$ cat src/rtl/duo_bus_pkg.sv
// Shared types for the dual-die bus controller.
// Assumes: request operation codes are fixed host encodings.
package duo_bus_pkg;

    typedef enum logic [1:0] {
        OP_MEM      = 2'd0,
        OP_CFG      = 2'd1,
        OP_PD_ENTER = 2'd2,
        OP_PD_EXIT  = 2'd3
    } duo_op_e;

    typedef enum logic [2:0] {
        ST_IDLE = 3'd0,
        ST_ADR  = 3'd1,
        ST_DAT  = 3'd2,
        ST_FIN  = 3'd3,
        ST_ERR  = 3'd4,
        ST_PDE  = 3'd5,
        ST_PDX  = 3'd6
    } duo_st_e;

    localparam logic [1:0] SEL_REFRESH = 2'd0;
    localparam logic [1:0] SEL_BUSCFG  = 2'd1;
    localparam logic [1:0] SEL_DEVID   = 2'd2;

    typedef struct packed {
        duo_op_e     op;
        logic        write;
        logic        tgt_ram;
        logic [22:0] addr;
        logic [15:0] wdata;
        logic [1:0]  be;
    } duo_req_t;

endpackage

$ cat src/rtl/duo_seq.sv
// Access sequencer: accepts host requests, screens them against the
// power-down state and the refresh-bit shadow, and walks the address,
// data, power-down and response phases with one cycle counter.
// Assumes: timing parameters are at least 1.
module duo_seq
    import duo_bus_pkg::*;
#(
    parameter int T_ADV    = 2,
    parameter int T_RD     = 3,
    parameter int T_WR     = 2,
    parameter int T_DPD    = 8,
    parameter bit RAM_WIDE = 1'b0
) (
    input  logic        clk,
    input  logic        rst_n,
    input  logic        req_valid,
    input  duo_req_t    req_in,
    input  logic [15:0] bus_in,
    output logic        req_ready,
    output duo_st_e     st,
    output duo_req_t    cur,
    output logic        rsp_valid,
    output logic        rsp_err,
    output logic [15:0] rsp_rdata,
    output logic        pd_active
);

    localparam int M1   = (T_ADV > T_RD) ? T_ADV : T_RD;
    localparam int M2   = (T_WR > T_DPD) ? T_WR : T_DPD;
    localparam int CMAX = (M1 > M2) ? M1 : M2;
    localparam int CW   = ($clog2(CMAX) < 1) ? 1 : $clog2(CMAX);

    logic [CW-1:0] cnt;
    logic          shadow_b4;
    logic [15:0]   rdata_q;

    // Decide whether a request must be refused without bus activity.
    function automatic logic reject(input duo_req_t r, input logic pd, input logic sh);
        logic bad;
        case (r.op)
            OP_MEM:      bad = r.tgt_ram && pd;
            OP_CFG:      bad = pd || (r.addr[1:0] == 2'd3) ||
                               ((r.addr[1:0] == SEL_DEVID) && (!RAM_WIDE || r.write));
            OP_PD_ENTER: bad = pd || sh;
            default:     bad = !pd;
        endcase
        return bad;
    endfunction

    // Zero the read lanes a RAM array access did not enable.
    function automatic logic [15:0] lane_mask(input duo_req_t r, input logic [15:0] d);
        logic [15:0] m;
        m = d;
        if (r.op == OP_MEM && r.tgt_ram) begin
            if (!r.be[1]) m[15:8] = 8'h00;
            if (!r.be[0]) m[7:0]  = 8'h00;
        end
        return m;
    endfunction

    // Phase state machine, counter, power-down flag and shadow bit.
    always_ff @(posedge clk) begin
        if (!rst_n) begin
            st        <= ST_IDLE;
            cnt       <= '0;
            cur       <= '0;
            shadow_b4 <= 1'b1;
            pd_active <= 1'b0;
            rdata_q   <= '0;
        end else begin
            case (st)
                ST_IDLE: if (req_valid) begin
                    cur     <= req_in;
                    rdata_q <= '0;
                    if (reject(req_in, pd_active, shadow_b4)) begin
                        st <= ST_ERR;
                    end else begin
                        case (req_in.op)
                            OP_PD_ENTER: st <= ST_PDE;
                            OP_PD_EXIT: begin
                                st  <= ST_PDX;
                                cnt <= CW'(T_DPD - 1);
                            end
                            default: begin
                                st  <= ST_ADR;
                                cnt <= CW'(T_ADV - 1);
                            end
                        endcase
                        if (req_in.op == OP_CFG && req_in.write &&
                            req_in.addr[1:0] == SEL_REFRESH)
                            shadow_b4 <= req_in.wdata[4];
                    end
                end
                ST_ADR: begin
                    if (cnt == '0) begin
                        st  <= ST_DAT;
                        cnt <= cur.write ? CW'(T_WR - 1) : CW'(T_RD - 1);
                    end else begin
                        cnt <= cnt - 1'b1;
                    end
                end
                ST_DAT: begin
                    if (cnt == '0) begin
                        st <= ST_FIN;
                        if (!cur.write) rdata_q <= lane_mask(cur, bus_in);
                    end else begin
                        cnt <= cnt - 1'b1;
                    end
                end
                ST_PDE: begin
                    pd_active <= 1'b1;
                    st        <= ST_FIN;
                end
                ST_PDX: begin
                    if (cnt == '0) begin
                        pd_active <= 1'b0;
                        st        <= ST_FIN;
                    end else begin
                        cnt <= cnt - 1'b1;
                    end
                end
                default: st <= ST_IDLE;
            endcase
        end
    end

    // Host handshake and response outputs.
    always_comb begin
        req_ready = (st == ST_IDLE);
        rsp_valid = (st == ST_FIN) || (st == ST_ERR);
        rsp_err   = (st == ST_ERR);
        rsp_rdata = rsp_valid ? rdata_q : 16'h0000;
    end

    p_rsp_single_r12: assert property (@(posedge clk) disable iff (!rst_n)
        rsp_valid |=> !rsp_valid);

    p_pd_guard_r9: assert property (@(posedge clk) disable iff (!rst_n)
        (req_valid && req_ready && req_in.op == OP_PD_ENTER && shadow_b4) |=> rsp_err);

    p_pd_ram_block_r10: assert property (@(posedge clk) disable iff (!rst_n)
        (req_valid && req_ready && pd_active && req_in.op == OP_MEM && req_in.tgt_ram)
        |=> rsp_err);

    p_pd_exit_path_r11: assert property (@(posedge clk) disable iff (!rst_n)
        $fell(pd_active) |-> ($past(st) == ST_PDX));

endmodule

$ cat src/rtl/duo_addr_route.sv
// Address and lane router: builds the low bus word, the upper address
// lines, the byte-lane enables and the die-select flags of the access
// held by the sequencer.
// Assumes: RAM_WIDE=0 shares lines 20:16, RAM_WIDE=1 shares 21:16.
module duo_addr_route
    import duo_bus_pkg::*;
#(
    parameter bit RAM_WIDE = 1'b0
) (
    input  duo_req_t    cur,
    output logic [15:0] lo16,
    output logic [6:0]  hi7,
    output logic [15:0] data16,
    output logic [1:0]  lanes_n,
    output logic        ram_sel,
    output logic        flash_sel,
    output logic        cfg_sel,
    output logic        is_wr
);

    localparam logic [6:0] RAM_HI_MASK = RAM_WIDE ? 7'h3F : 7'h1F;

    // Per-operation address, data and lane decode.
    always_comb begin
        lo16      = 16'h0000;
        hi7       = 7'h00;
        data16    = cur.wdata;
        lanes_n   = 2'b11;
        cfg_sel   = (cur.op == OP_CFG);
        ram_sel   = cfg_sel || (cur.op == OP_MEM && cur.tgt_ram);
        flash_sel = (cur.op == OP_MEM) && !cur.tgt_ram;
        is_wr     = cur.write;
        case (cur.op)
            OP_MEM: begin
                lo16 = cur.addr[15:0];
                if (cur.tgt_ram) begin
                    hi7     = cur.addr[22:16] & RAM_HI_MASK;
                    lanes_n = ~cur.be;
                end else begin
                    hi7 = cur.addr[22:16];
                end
            end
            OP_CFG: begin
                lo16    = cur.write ? cur.wdata : 16'h0000;
                lanes_n = 2'b00;
                hi7[3]  = (cur.addr[1:0] == SEL_BUSCFG);
                if (RAM_WIDE) hi7[2] = (cur.addr[1:0] == SEL_DEVID);
            end
            default: ;
        endcase
    end

endmodule

$ cat src/rtl/duo_pins.sv
// Pin driver: maps the sequencer phase and the routed access onto the
// per-die enables, the latch strobe, the bus drive and the burst clock.
// Assumes: outputs are decoded from registered state only.
module duo_pins
    import duo_bus_pkg::*;
(
    input  logic        clk,
    input  logic        rst_n,
    input  duo_st_e     st,
    input  logic [15:0] lo16,
    input  logic [6:0]  hi7,
    input  logic [15:0] data16,
    input  logic [1:0]  lanes_n,
    input  logic        ram_sel,
    input  logic        flash_sel,
    input  logic        cfg_sel,
    input  logic        is_wr,
    output logic [15:0] bus_out,
    output logic        bus_oe,
    output logic [6:0]  addr_hi,
    output logic        lat_n,
    output logic        bclk,
    output logic        f_ce_n,
    output logic        f_oe_n,
    output logic        f_we_n,
    output logic        r_ce_n,
    output logic        r_oe_n,
    output logic        r_we_n,
    output logic        r_ub_n,
    output logic        r_lb_n,
    output logic        r_cre
);

    logic active, adr, rd_ph, wr_ph;

    // Phase flags shared by all pins.
    always_comb begin
        adr    = (st == ST_ADR);
        active = adr || (st == ST_DAT);
        rd_ph  = (st == ST_DAT) && !is_wr;
        wr_ph  = (st == ST_DAT) && is_wr;
    end

    // Enables, strobes and bus drive per die.
    always_comb begin
        f_ce_n  = !(active && flash_sel);
        r_ce_n  = !((active && ram_sel) || st == ST_PDE || st == ST_PDX);
        f_oe_n  = !(rd_ph && flash_sel);
        r_oe_n  = !(rd_ph && ram_sel);
        f_we_n  = !(wr_ph && flash_sel);
        r_we_n  = !(wr_ph && ram_sel);
        lat_n   = !adr;
        bus_oe  = adr || wr_ph;
        bus_out = adr ? lo16 : (wr_ph ? data16 : 16'h0000);
        addr_hi = active ? hi7 : 7'h00;
        r_cre   = active && cfg_sel;
        r_ub_n  = (active && ram_sel) ? lanes_n[1] : 1'b1;
        r_lb_n  = (active && ram_sel) ? lanes_n[0] : 1'b1;
        bclk    = 1'b0;
    end

    p_oe_we_excl_r4: assert property (@(posedge clk) disable iff (!rst_n)
        !((!f_oe_n || !r_oe_n) && (!f_we_n || !r_we_n)));

    p_rd_release_r3: assert property (@(posedge clk) disable iff (!rst_n)
        (!f_oe_n || !r_oe_n) |-> !bus_oe);

    p_cre_ram_only_r7: assert property (@(posedge clk) disable iff (!rst_n)
        r_cre |-> (f_ce_n && !r_ce_n));

endmodule

$ cat src/rtl/duo_bus_ctrl.sv
// Top of the dual-die multiplexed bus controller: bundles the host
// request, runs the sequencer, routes the address and drives the pins.
// Assumes: a single outstanding request; asynchronous bus mode only.
module duo_bus_ctrl
    import duo_bus_pkg::*;
#(
    parameter int T_ADV    = 2,
    parameter int T_RD     = 3,
    parameter int T_WR     = 2,
    parameter int T_DPD    = 8,
    parameter bit RAM_WIDE = 1'b0
) (
    input  logic        clk,
    input  logic        rst_n,
    input  logic        req_valid,
    output logic        req_ready,
    input  logic [1:0]  req_op,
    input  logic        req_write,
    input  logic        req_ram,
    input  logic [22:0] req_addr,
    input  logic [15:0] req_wdata,
    input  logic [1:0]  req_be,
    output logic        rsp_valid,
    output logic        rsp_err,
    output logic [15:0] rsp_rdata,
    output logic [15:0] bus_out,
    output logic        bus_oe,
    input  logic [15:0] bus_in,
    output logic [6:0]  addr_hi,
    output logic        lat_n,
    output logic        bclk,
    output logic        f_ce_n,
    output logic        f_oe_n,
    output logic        f_we_n,
    output logic        r_ce_n,
    output logic        r_oe_n,
    output logic        r_we_n,
    output logic        r_ub_n,
    output logic        r_lb_n,
    output logic        r_cre
);

    duo_req_t    req_b, cur;
    duo_st_e     st;
    logic        pd_active;
    logic [15:0] lo16, data16;
    logic [6:0]  hi7;
    logic [1:0]  lanes_n;
    logic        ram_sel, flash_sel, cfg_sel, is_wr;

    // Pack the host fields into one request word.
    always_comb begin
        req_b.op      = duo_op_e'(req_op);
        req_b.write   = req_write;
        req_b.tgt_ram = req_ram;
        req_b.addr    = req_addr;
        req_b.wdata   = req_wdata;
        req_b.be      = req_be;
    end

    duo_seq #(
        .T_ADV(T_ADV), .T_RD(T_RD), .T_WR(T_WR), .T_DPD(T_DPD), .RAM_WIDE(RAM_WIDE)
    ) i_seq (
        .clk(clk), .rst_n(rst_n), .req_valid(req_valid), .req_in(req_b),
        .bus_in(bus_in), .req_ready(req_ready), .st(st), .cur(cur),
        .rsp_valid(rsp_valid), .rsp_err(rsp_err), .rsp_rdata(rsp_rdata),
        .pd_active(pd_active)
    );

    duo_addr_route #(.RAM_WIDE(RAM_WIDE)) i_route (
        .cur(cur), .lo16(lo16), .hi7(hi7), .data16(data16), .lanes_n(lanes_n),
        .ram_sel(ram_sel), .flash_sel(flash_sel), .cfg_sel(cfg_sel), .is_wr(is_wr)
    );

    duo_pins i_pins (
        .clk(clk), .rst_n(rst_n), .st(st), .lo16(lo16), .hi7(hi7), .data16(data16),
        .lanes_n(lanes_n), .ram_sel(ram_sel), .flash_sel(flash_sel),
        .cfg_sel(cfg_sel), .is_wr(is_wr), .bus_out(bus_out), .bus_oe(bus_oe),
        .addr_hi(addr_hi), .lat_n(lat_n), .bclk(bclk), .f_ce_n(f_ce_n),
        .f_oe_n(f_oe_n), .f_we_n(f_we_n), .r_ce_n(r_ce_n), .r_oe_n(r_oe_n),
        .r_we_n(r_we_n), .r_ub_n(r_ub_n), .r_lb_n(r_lb_n), .r_cre(r_cre)
    );

    p_ce_excl_r1: assert property (@(posedge clk) disable iff (!rst_n)
        f_ce_n || r_ce_n);

    p_gap_flash_r1: assert property (@(posedge clk) disable iff (!rst_n)
        $fell(f_ce_n) |-> ($past(r_ce_n) && $past(f_ce_n)));

    p_gap_ram_r1: assert property (@(posedge clk) disable iff (!rst_n)
        $fell(r_ce_n) |-> ($past(f_ce_n) && $past(r_ce_n)));

    p_pd_no_ram_r10: assert property (@(posedge clk) disable iff (!rst_n)
        (pd_active && st != ST_PDX) |-> r_ce_n);

endmodule

$ cat config.mk
export PLATFORM = sky130hd
export DESIGN_NAME = duo_bus_ctrl
export DESIGN_NICKNAME = d
export VERILOG_FILES = /design/src/rtl/duo_bus_pkg.sv /design/src/rtl/duo_seq.sv /design/src/rtl/duo_addr_route.sv /design/src/rtl/duo_pins.sv /design/src/rtl/duo_bus_ctrl.sv
export SDC_FILE = /design/constraint.sdc
export NUM_CORES = 1
export LEC_CHECK = 0
export BUFFER_PORTS_ARGS = -buffer_cell sky130_fd_sc_hd__buf_2
export CORE_UTILIZATION = 52
export CTS_CLUSTER_DIAMETER = 60
export DETAILED_ROUTE_END_ITERATION = 10
export GPL_TIMING_DRIVEN = 0
export PLACE_DENSITY = 0.81
export SYNTH_ARGS = -nofsm -noshare
export SYNTH_HDL_FRONTEND = slang
export SYNTH_HIERARCHICAL = 1
export SYNTH_SLANG_ARGS = --single-unit
$ cat constraint.sdc
create_clock -name clk -period 2.1 [get_ports clk]
set_input_delay 0 -clock clk [delete_from_list [all_inputs] [get_ports clk]]
set_output_delay 0 -clock clk [all_outputs]
set_load 0.05 [all_outputs]
==> metrics.txt, run 1 <==
status=finished clean; post-synth cell types=50; crit path capture=i_seq/rdata_q[14]; via/cell ratio=about 5.5; share of layout cells above drive strength 1=0.2911; crit-path max FO=10; HPWL Detailed=7.978 mm; # diodes=0; top post-synthesis cells by area=dfxtp_1, nand2_1, a21oi_1; Placer Congestion=0.8762; Total Power=around 3.9 mW; # clock sinks=69; placed cell areas=0.004588 mm2; DRT iter0 DRCs=~340; Row Count=31; DR pass1 iterations=4; Vias=between 4000 and 5000; drt drc=0; CTS tree=yes; Crit path required time=approximately 2.4 ns; count leader, synth=nand2_1; Async S/R FF share, synth=0; final WL=12.32 mm; finished layout cell area=0.005440 mm2; cell accounting for the most synthesized area=dfxtp_1; Longest Clk Path Bufs=2; WS Path Type=reg -> reg; total core area=0.007253 mm2; Worst Hold Class=in -> reg; Boundary Pins=118; Worst Setup SP=i_seq/cnt[0]; P_leak=2.364 nW; Syn Nets=567; Ys Warns=6; syn avg cell area=around 7.7 um2; post-place setup slack=-0.04021 ns; Starting Density=0.5353; Hold Slack=0.03349 ns; final setup fails=0; GR Overflow Total=0; clk_lat worst skew=0.36 ns; Max-Cap Viols=0; Die Y=88.41 um; Chip Width=88.41 um; cell count after synthesis=501; clock root cell=clkbuf_8; mapped cell area=between 0.003 and 0.004 mm2; Slew Viols, Final=0; crit path capture type=flop; startpoint types=flop; sequential share of the synthesized area=0.3558; Worst VDD drop=0.5603 mV; EDFF count, synth=0; I/O Buffers=115; worst-margin pin slew=around 0.64 ns; count of final hold-check violations=0; Final Util=0.7500; Yosys top cell area share=0.3558; area grow syn2layout=40.12%; minimum clock period=2.030 ns; Avg WL per Cell=15.54 um; fin crit share=0.9665; flop2flop setup slack=roughly 0.070 ns; antenna violations before repair=0; R2R cell count=9; NumNets Final=755; relative slew slack=0.5748; Crit Reg-Reg Endpoint=i_seq/rdata_q[14]; largest net degree at the start of global routing=16; Clock transition at path regs=~0.1 ns; Final WS setup=~0.070 ns; most frequent cells after synthesis=nand2_1, a21oi_1, dfxtp_1; Seq cells post-synth=69; Die ar.=0.007815 mm2; Worst R2R Start=i_seq/cnt[0]; first-pass GRT wire length=19.22 mm; H-tree depth=3; Fmax=approximately 500 MHz; Total GRT Usage=0.3216; vias in the first global route=4065; ANT nets after route=0; PwrDens=720.0 mW/mm2; clock skew=about 0.015 ns; main flop type after synthesis=dfxtp_1; Arr. time, crit path=2.27 ns; Num CTS Buffers=9
-- registers in the layout, summed over array words and instances (netlist names) --
register         count
i_seq/cur           45
i_seq/st             3
i_seq/rdata_q       16
i_seq/pd_active      1
i_seq/shadow_b4      1
i_seq/cnt            3
-- how the worst min path moves through the flow --
stage                            endpoint  cells after the start  slack [ns]      start
after floorplan           i_seq/shadow_b4                      1        0.06      rst_n
after global placement    i_seq/shadow_b4                      2        0.23      rst_n
after detailed placement  i_seq/shadow_b4                      2        0.23      rst_n
after CTS                   i_seq/cur[44]                      3        0.03  req_op[1]
after global routing        i_seq/cur[44]                      3        0.04  req_op[1]
final                       i_seq/cur[44]                      3        0.03  req_op[1]
-- routing by layer --
metal  wire, um  share of wire  up-vias  track usage
met5          0              0        -            0
met1       5033           0.41     2031       0.3753
met3        842          0.068       31      0.08582
li1           -              -     2104            -
met2       6170           0.50      188       0.5713
met4        274          0.022        0       0.1056
-- critical path, stage by stage (launching register included) --
cell      delay, ns
dfxtp_1        0.34
inv_1          0.09
ha_2           0.19
nand2b_1       0.11
or4_4          0.47
and2_4         0.19
buf_6          0.13
buf_6          0.14
a22oi_1        0.21
nor2_1         0.07
-- final cells by class --
type	count	area [um2]
Inverter	11	45.04
Multi-Input combinational cell	359	2096
Buffer	62	402.9
Fill cell	528	1813
Clock buffer	9	123.9
Tap cell	99	123.9
Sequential cell	69	1385
Clock inverter	7	62.56
Timing Repair Buffer	177	1201
-- cells in the final DEF (no fill, tap or decap), types with 16 or more instances in the layout --
master / count
nand2_1: 102
dlygate4sd3_1: 61
buf_2: 126
dfxtp_1: 66
buf_4: 22
nor2_1: 28
and2_1: 23
a21oi_1: 67
nand4b_1: 16
nand3b_1: 18
-- cell families after synthesis --
kind of cell               count (synthesis)  share of synthesized area
AOI/OAI and AO/OA                        124                     0.2027
xor gates and xnor gates                   1                   0.007091
and+or+nand+nor                          229                     0.3091
adders and majority gates                  2                   0.006444
muxes                                      2                   0.005157
other                                      1                  0.0009659
buffers and inverters                     73                     0.1128
DFF                                       69                     0.3558
-- stage by stage --
stage	TNS (ns)	std cells
2_1_floorplan	0	501
3_3_place_gp	0	715
3_5_place_dp	-0.1052	715
4_1_cts	0	792
5_1_grt	-0.01481	793
6_report	0	793
-- where the power goes --
| group | leakage, nW | total, mW | internal (mW) | switching, mW |
|---|---|---|---|---|
| sequential | 0.565 | 1.53 | 1.43 | 0.0987 |
| clock | 0.0931 | 1.04 | 0.455 | 0.585 |
| combinational | 1.71 | 1.35 | 0.548 | 0.801 |
| total | 2.36 | 3.92 | 2.43 | 1.48 |
-- timing repair --
item,CTS,global route
setup buffers,0,1
hold buffers,61,0
resized for setup,5,11
endpoints found under the setup margin,20,24
pin swaps,0,1
gates cloned,0,0
hold endpoints to repair,64,0
Power figures use the tool's default switching activity.
==> run 2, diff against run 1 <==
CORE_UTILIZATION = 43   (was 52)
PLACE_DENSITY = 0.69   (was 0.81)
==> metrics.txt, run 2 (synthesis gave the netlist of run 1 again) <==
status=finished clean (unchanged); largest net degree at the start of global routing=13 (was 16); Setup TNS=0 ns (unchanged); CP max stage delay=0.55 ns (was 0.47 ns); Die Y=97.02 um (was 88.41 um); H-tree depth=3 (unchanged); Sequential Power Share=0.376 (was 0.390); clock power share=0.280 (was 0.265); I/O Buffers=115 (unchanged); Num CTS Buffers=9 (unchanged); NumNets Final=756 (was 755); area grow syn2layout=41.93% (was 40.12%); total core area=0.008721 mm2 (was 0.007253 mm2); final WL=12.82 mm (was 12.32 mm); flip-flop count of the largest register after layout=45 (unchanged); P_leak=2.381 nW (was 2.364 nW); Worst R2R Start=i_seq/cnt[0] (unchanged); WS Path Type=reg -> reg (unchanged); Crit path required time=2.33 ns (was 2.35 ns); slowest CP cell=or4_4 (unchanged); Switching Share=0.3571 (was 0.3789); DR pass1 iterations=5 (was 4); ANT nets after route=0 (unchanged); worst-margin pin slew=0.6730 ns (was 0.6378 ns); critical path cell sequence=inv_2, ha_2, nand2b_4, or4_4, and2_4, buf_6, buf_6, a22oi_1, nor2_1 (was inv_1, ha_2, nand2b_1, or4_4, and2_4, buf_6, buf_6, a22oi_1, nor2_1); via/cell ratio=5.467 (was 5.491); Top reg by flops=i_seq/cur (unchanged); internal power=2.613 mW (was 2.433 mW); clk_lat worst skew=0.35 ns (was 0.36 ns); Avg WL per Cell=15.97 um (was 15.54 um); Row Count=34 (was 31); Total GRT Usage=0.2691 (was 0.3216); crit path buf inv count=3 (unchanged); relative slew slack=0.5479 (was 0.5748); PwrDens=737.5 mW/mm2 (was 720.0 mW/mm2); Longest Clk Path Bufs=2 (unchanged); antenna violations before repair=0 (unchanged); Worst path most repeated cell=buf_6 (unchanged); DRT iter0 DRCs=232 (was 342); CTS tree=yes (unchanged); worst min-delay path startpoint=req_op[1] (unchanged); Clock transition at path regs=0.08 ns (was 0.10 ns); Crit Reg-Reg Endpoint=i_seq/rdata_q[10] (was i_seq/rdata_q[14]); CP delay by family, top=simple AND/OR/NAND/NOR gates (unchanged); # diodes=0 (unchanged); Hold Crit Depth=3 (unchanged); share of layout cells above drive strength 1=0.3050 (was 0.2911); HPWL Detailed=8.483 mm (was 7.978 mm); startpoint types=flop (unchanged); fin crit share=0.9732 (was 0.9665); Boundary Pins=118 (unchanged); clock root cell=clkbuf_8 (unchanged); Total Power=4.064 mW (was 3.917 mW); Worst VDD drop=0.4079 mV (was 0.5603 mV); Chip Width=97.02 um (was 88.41 um); Fmax=489.3 MHz (was 492.7 MHz); most frequent cells in the layout=buf_2, nand2_1, a21oi_1 (unchanged); R2R cell count=9 (unchanged); crit-path max FO=10 (unchanged); biggest regs=i_seq/cur x45, i_seq/rdata_q x16 (unchanged); Hold Slack=0.04124 ns (was 0.03349 ns); count of final hold-check violations=0 (unchanged); first-pass GRT wire length=20.38 mm (was 19.22 mm); flop2flop setup slack=0.06 ns (was 0.07 ns); Slew Viols, Final=0 (unchanged); vias in the first global route=4284 (was 4065); drt drc=0 (unchanged); Placer Congestion=0.8763 (was 0.8762); # clock sinks=69 (unchanged); Starting Density=0.4452 (was 0.5353); crit path capture type=flop (unchanged); Comb power frac=0.344 (about the same); clock skew=0.01201 ns (was 0.01473 ns); Die ar.=0.009413 mm2 (was 0.007815 mm2); final setup fails=0 (unchanged); Vias=4390 (was 4354); Hold EP=i_seq/cur[44] (unchanged); Arr. time, crit path=2.28 ns (was 2.27 ns); GR Overflow Total=0 (unchanged); Max-Cap Viols=0 (unchanged); minimum clock period=2.044 ns (was 2.030 ns); NetSw=1.451 mW (was 1.484 mW); Worst Hold Class=in -> reg (unchanged); most common cell after layout, fill and taps aside=buf_2 (unchanged)
==> run 2: cell types whose count changed in the layout (fill, tap and decap cells not counted), moves of 2 or more <==
cell      previous run  this run
buf_2              126       128
inv_2                0         2
clkbuf_8             9        11
a22oi_2              1         5
inv_6                4         0
dfxtp_1             66        64
inv_1               10         8
a22oi_1             15        11
dfxtp_2              3         5
==> run 2: area by class of cell <==
type	instances	area (um2)
timing repair buffer	178	1211
inverter	11	45.04
tap	108	135.1
clock inverter	5	58.81
buffer	62	397.9
fill	782	3211
sequential	69	1388
clock buffer	11	151.4
multi-input combinational	359	2123
==> run 2: worst reg2reg max path, cell delays in order, from the launching register on <==
cell and delay [ns]:
dfxtp_2 0.34, inv_2 0.06, ha_2 0.21, nand2b_4 0.06, or4_4 0.55, and2_4 0.18
buf_6 0.13, buf_6 0.14, a22oi_1 0.19, nor2_1 0.07
==> run 2: per-layer routing <==
metal  track usage  vias to the layer above  routed length, um
met3       0.06286                       25                943
li1              -                     2108                  -
met1        0.3113                     2064               5225
met5             0                        -                  0
met2        0.4881                      193               6398
met4       0.08152                        0                255
==> run 2: worst max path at each step <==
stage / startpoint / to / slack [ns] / cells after the start
2_1_floorplan: i_seq/st[2] / rsp_rdata[10] / 0.02 / 5
3_3_place_gp: i_seq/cnt[0] / i_seq/rdata_q[2] / 0.04 / 7
3_5_place_dp: i_seq/cnt[0] / i_seq/rdata_q[2] / -0.02 / 7
4_1_cts: i_seq/st[2] / rsp_rdata[11] / 0.004 / 6
5_1_grt: i_seq/cnt[0] / i_seq/rdata_q[10] / -0.02 / 9
6_report: i_seq/cnt[0] / i_seq/rdata_q[10] / 0.06 / 9
==> run 2: stage by stage <==
stage | cells | util | worst slack [ns] | cell area [um2]
5_1_grt | 803 | 0.6319 | -0.02465 | 5510
3_5_place_dp | 724 | 0.5274 | -0.01969 | 4599
4_1_cts | 802 | 0.6238 | 0.004185 | 5440
2_1_floorplan | 501 | - | 0.01598 | 3889
3_3_place_gp | 724 | 0.5274 | 0.04178 | 4599
6_report | 803 | 0.6319 | 0.05621 | 5510
==> run 2: power groups by stage <==
stage	combinational (mW)	clock (mW)	sequential (mW)
2_1_floorplan	0.906	0	1.52
4_1_cts	1.33	1.16	1.52
3_3_place_gp	1.19	0	1.55
6_report	1.40	1.14	1.53
5_1_grt	1.50	1.21	1.55
3_5_place_dp	1.22	0	1.55
==> run 2: timing repair <==
item / in CTS / in global routing
setup buffers: 1 / 1
pin swaps: 0 / 2
endpoints found under the setup margin: 26 / 30
gates resized for setup: 4 / 21
hold buffers: 61 / 0
endpoints found under the hold margin: 64 / 0
==> run 3, diff against run 2 <==
==> constraint.sdc (replaced) <==
create_clock -name clk -period 2.1 [get_ports clk]
set_input_delay 0.21 -clock clk [delete_from_list [all_inputs] [get_ports clk]]
set_output_delay 0.21 -clock clk [all_outputs]
set_load 0.05 [all_outputs]
==> metrics.txt, run 3 (synthesis gave the netlist of run 1 again) <==
Die ar.=0.009413 mm2 (unchanged); ANT nets after route=0 (unchanged); Slew Viols, Final=0 (unchanged); startpoint types=flop (unchanged); I/O Buffers=115 (unchanged); Arr. time, crit path=1.84 ns (was 2.28 ns); antenna violations before repair=0 (unchanged); Max-Cap Viols=0 (unchanged); Worst VDD drop=0.4067 mV (was 0.4079 mV); crit path capture type=output pin (was flop); drt drc=0 (unchanged); Total GRT Usage=0.2458 (was 0.2691); first-pass GRT wire length=18.77 mm (was 20.38 mm); clock root cell=clkbuf_8 (unchanged); Chip Width=97.02 um (unchanged); count of final hold-check violations=0 (unchanged); H-tree depth=3 (unchanged); Longest Clk Path Bufs=2 (unchanged); vias in the first global route=3833 (was 4284); Vias=4056 (was 4390); fill count=808 (was 782); DR pass1 iterations=5 (unchanged); Starting Density=0.4452 (unchanged); HPWL Detailed=8.557 mm (was 8.483 mm); relative slew slack=0.5876 (was 0.5479); Fmax=487.4 MHz (was 489.3 MHz); largest net degree at the start of global routing=14 (was 13); status=finished clean (unchanged); crit-path max FO=10 (unchanged); worst-margin pin slew=0.6186 ns (was 0.6730 ns); Row Count=34 (unchanged); share of layout cells above drive strength 1=0.3354 (was 0.3050); Num CTS Buffers=9 (unchanged); total core area=0.008721 mm2 (unchanged); minimum clock period=2.052 ns (was 2.044 ns); Worst Hold Class=in -> reg (unchanged); Boundary Pins=118 (unchanged); most frequent cells in the layout=nand2_1, buf_2, a21oi_1 (was buf_2, nand2_1, a21oi_1); RSZ-0062 raised after global routing=yes; Placer Congestion=0.8934 (was 0.8763); fin crit share=0.9769 (was 0.9732); P_leak=2.119 nW (was 2.381 nW); final WL=11.61 mm (was 12.82 mm); finished layout cell area=0.004977 mm2 (was 0.005510 mm2); Die Y=97.02 um (unchanged); # diodes=0 (unchanged); clk_lat worst skew=0.35 ns (about the same); Crit path required time=1.89 ns (was 2.33 ns); area grow syn2layout=28.20% (was 41.93%); GR Overflow Total=0 (unchanged); critical path cell sequence=and2_4, buf_6, buf_8, a32o_1, nand3b_1, a21oi_1, buf_4 (was inv_2, ha_2, nand2b_4, or4_4, and2_4, buf_6, buf_6, a22oi_1, nor2_1); flip-flop count of the largest register after layout=45 (unchanged); final setup fails=0 (unchanged); clock skew=0.004109 ns (was 0.01201 ns); PwrDens=770.5 mW/mm2 (was 737.5 mW/mm2); via/cell ratio=5.459 (was 5.467); slowest CP cell=dfxtp_4 (was or4_4); Avg WL per Cell=15.63 um (was 15.97 um); CP max stage delay=0.41 ns (was 0.55 ns); WS Path Type=reg -> out (was reg -> reg); CTS tree=yes (unchanged); most common cell after layout, fill and taps aside=nand2_1 (was buf_2); Hold Slack=0.09313 ns (was 0.04124 ns); biggest regs=i_seq/cur x45, i_seq/rdata_q x16 (unchanged); NumNets Final=696 (was 756); placed cell areas=0.004601 mm2 (was 0.004599 mm2); DRT iter0 DRCs=176 (was 232); Clock transition at path regs=0.08 ns (about the same); # clock sinks=69 (unchanged); Top reg by flops=i_seq/cur (unchanged)
==> run 3: cell types whose count changed in the layout (fill, tap and decap cells not counted), moves of 3 or more <==
cell           delta
dlygate4sd3_1    -61
clkbuf_4          +6
dfxtp_4           +3
buf_2            -32
buf_4            +25
dfxtp_2           -3
==> run 3: per-layer routing <==
layer | track usage | part of all wire | up-vias | routed length, um
met3 | 0.05491 | 0.083 | 7 | 967
met2 | 0.4139 | 0.48 | 163 | 5583
met4 | 0.05970 | 0.0073 | 0 | 85
met5 | 0 | 0 | - | 0
met1 | 0.3186 | 0.43 | 1903 | 4975
li1 | - | - | 1983 | -
==> run 3: report_power, final <==
part | internal [mW] | switching (mW) | leakage (nW)
sequential | 1.43 | 0.101 | 0.567
combinational | 0.514 | 0.790 | 1.47
clock | 0.432 | 0.568 | 0.0820
total | 2.38 | 1.46 | 2.12
==> run 3: final timing paths <==
path | start | end | slack [ns] | depth (start not counted)
max | i_seq/cur[43] | bus_out[0] | 0.05 | 7
min reg2reg | i_seq/cur[40] | i_seq/cur[40] | 0.46 | 2
max reg2reg | i_seq/cnt[1] | i_seq/rdata_q[6] | 0.06 | 9
min | req_addr[8] | i_seq/cur[26] | 0.09 | 3
==> run 3: worst max-delay path, delay by kind of cell, from the launching register on <==
family	cells	cell delay, ns
AO/OA/AOI/OAI	2	0.37
buffers and inverters	3	0.48
flip-flops	1	0.41
AND/OR/NAND/NOR	2	0.23
==> run 3: layout make-up <==
cell class                      count  area, um2  area share
Tap cell                          108      135.1     0.02715
Timing Repair Buffer              119      688.2      0.1383
Clock inverter                      7      50.05     0.01006
Sequential cell                    69       1395      0.2803
Buffer                             61      405.4     0.08145
Clock buffer                        9      123.9     0.02489
Multi-Input combinational cell    359       2137      0.4294
Inverter                           11      42.54    0.008547
==> run 3: repair_timing <==
item                       4_1_cts  5_1_grt
hold buffers                     0        0
pin swaps                        0        3
setup endpoints to repair       41       37
gates cloned                     0        0
hold endpoints to repair         0        0
gates resized for setup         26       44
buffers inserted                 0        4
==> run 3: through the flow <==
stage          total power [mW]  utilization  setup TNS [ns]  setup WS [ns]  instances
5_1_grt                   4.042       0.5707        -0.05656       -0.01954        743
3_3_place_gp              2.730       0.5275               0        0.04803        724
3_5_place_dp              2.763       0.5275       -0.001962      -0.001962        724
6_report                  3.835       0.5707               0        0.04841        743
4_1_cts                   3.775       0.5555               0       0.003745        740
2_1_floorplan             2.426            -               0        0.07081        501
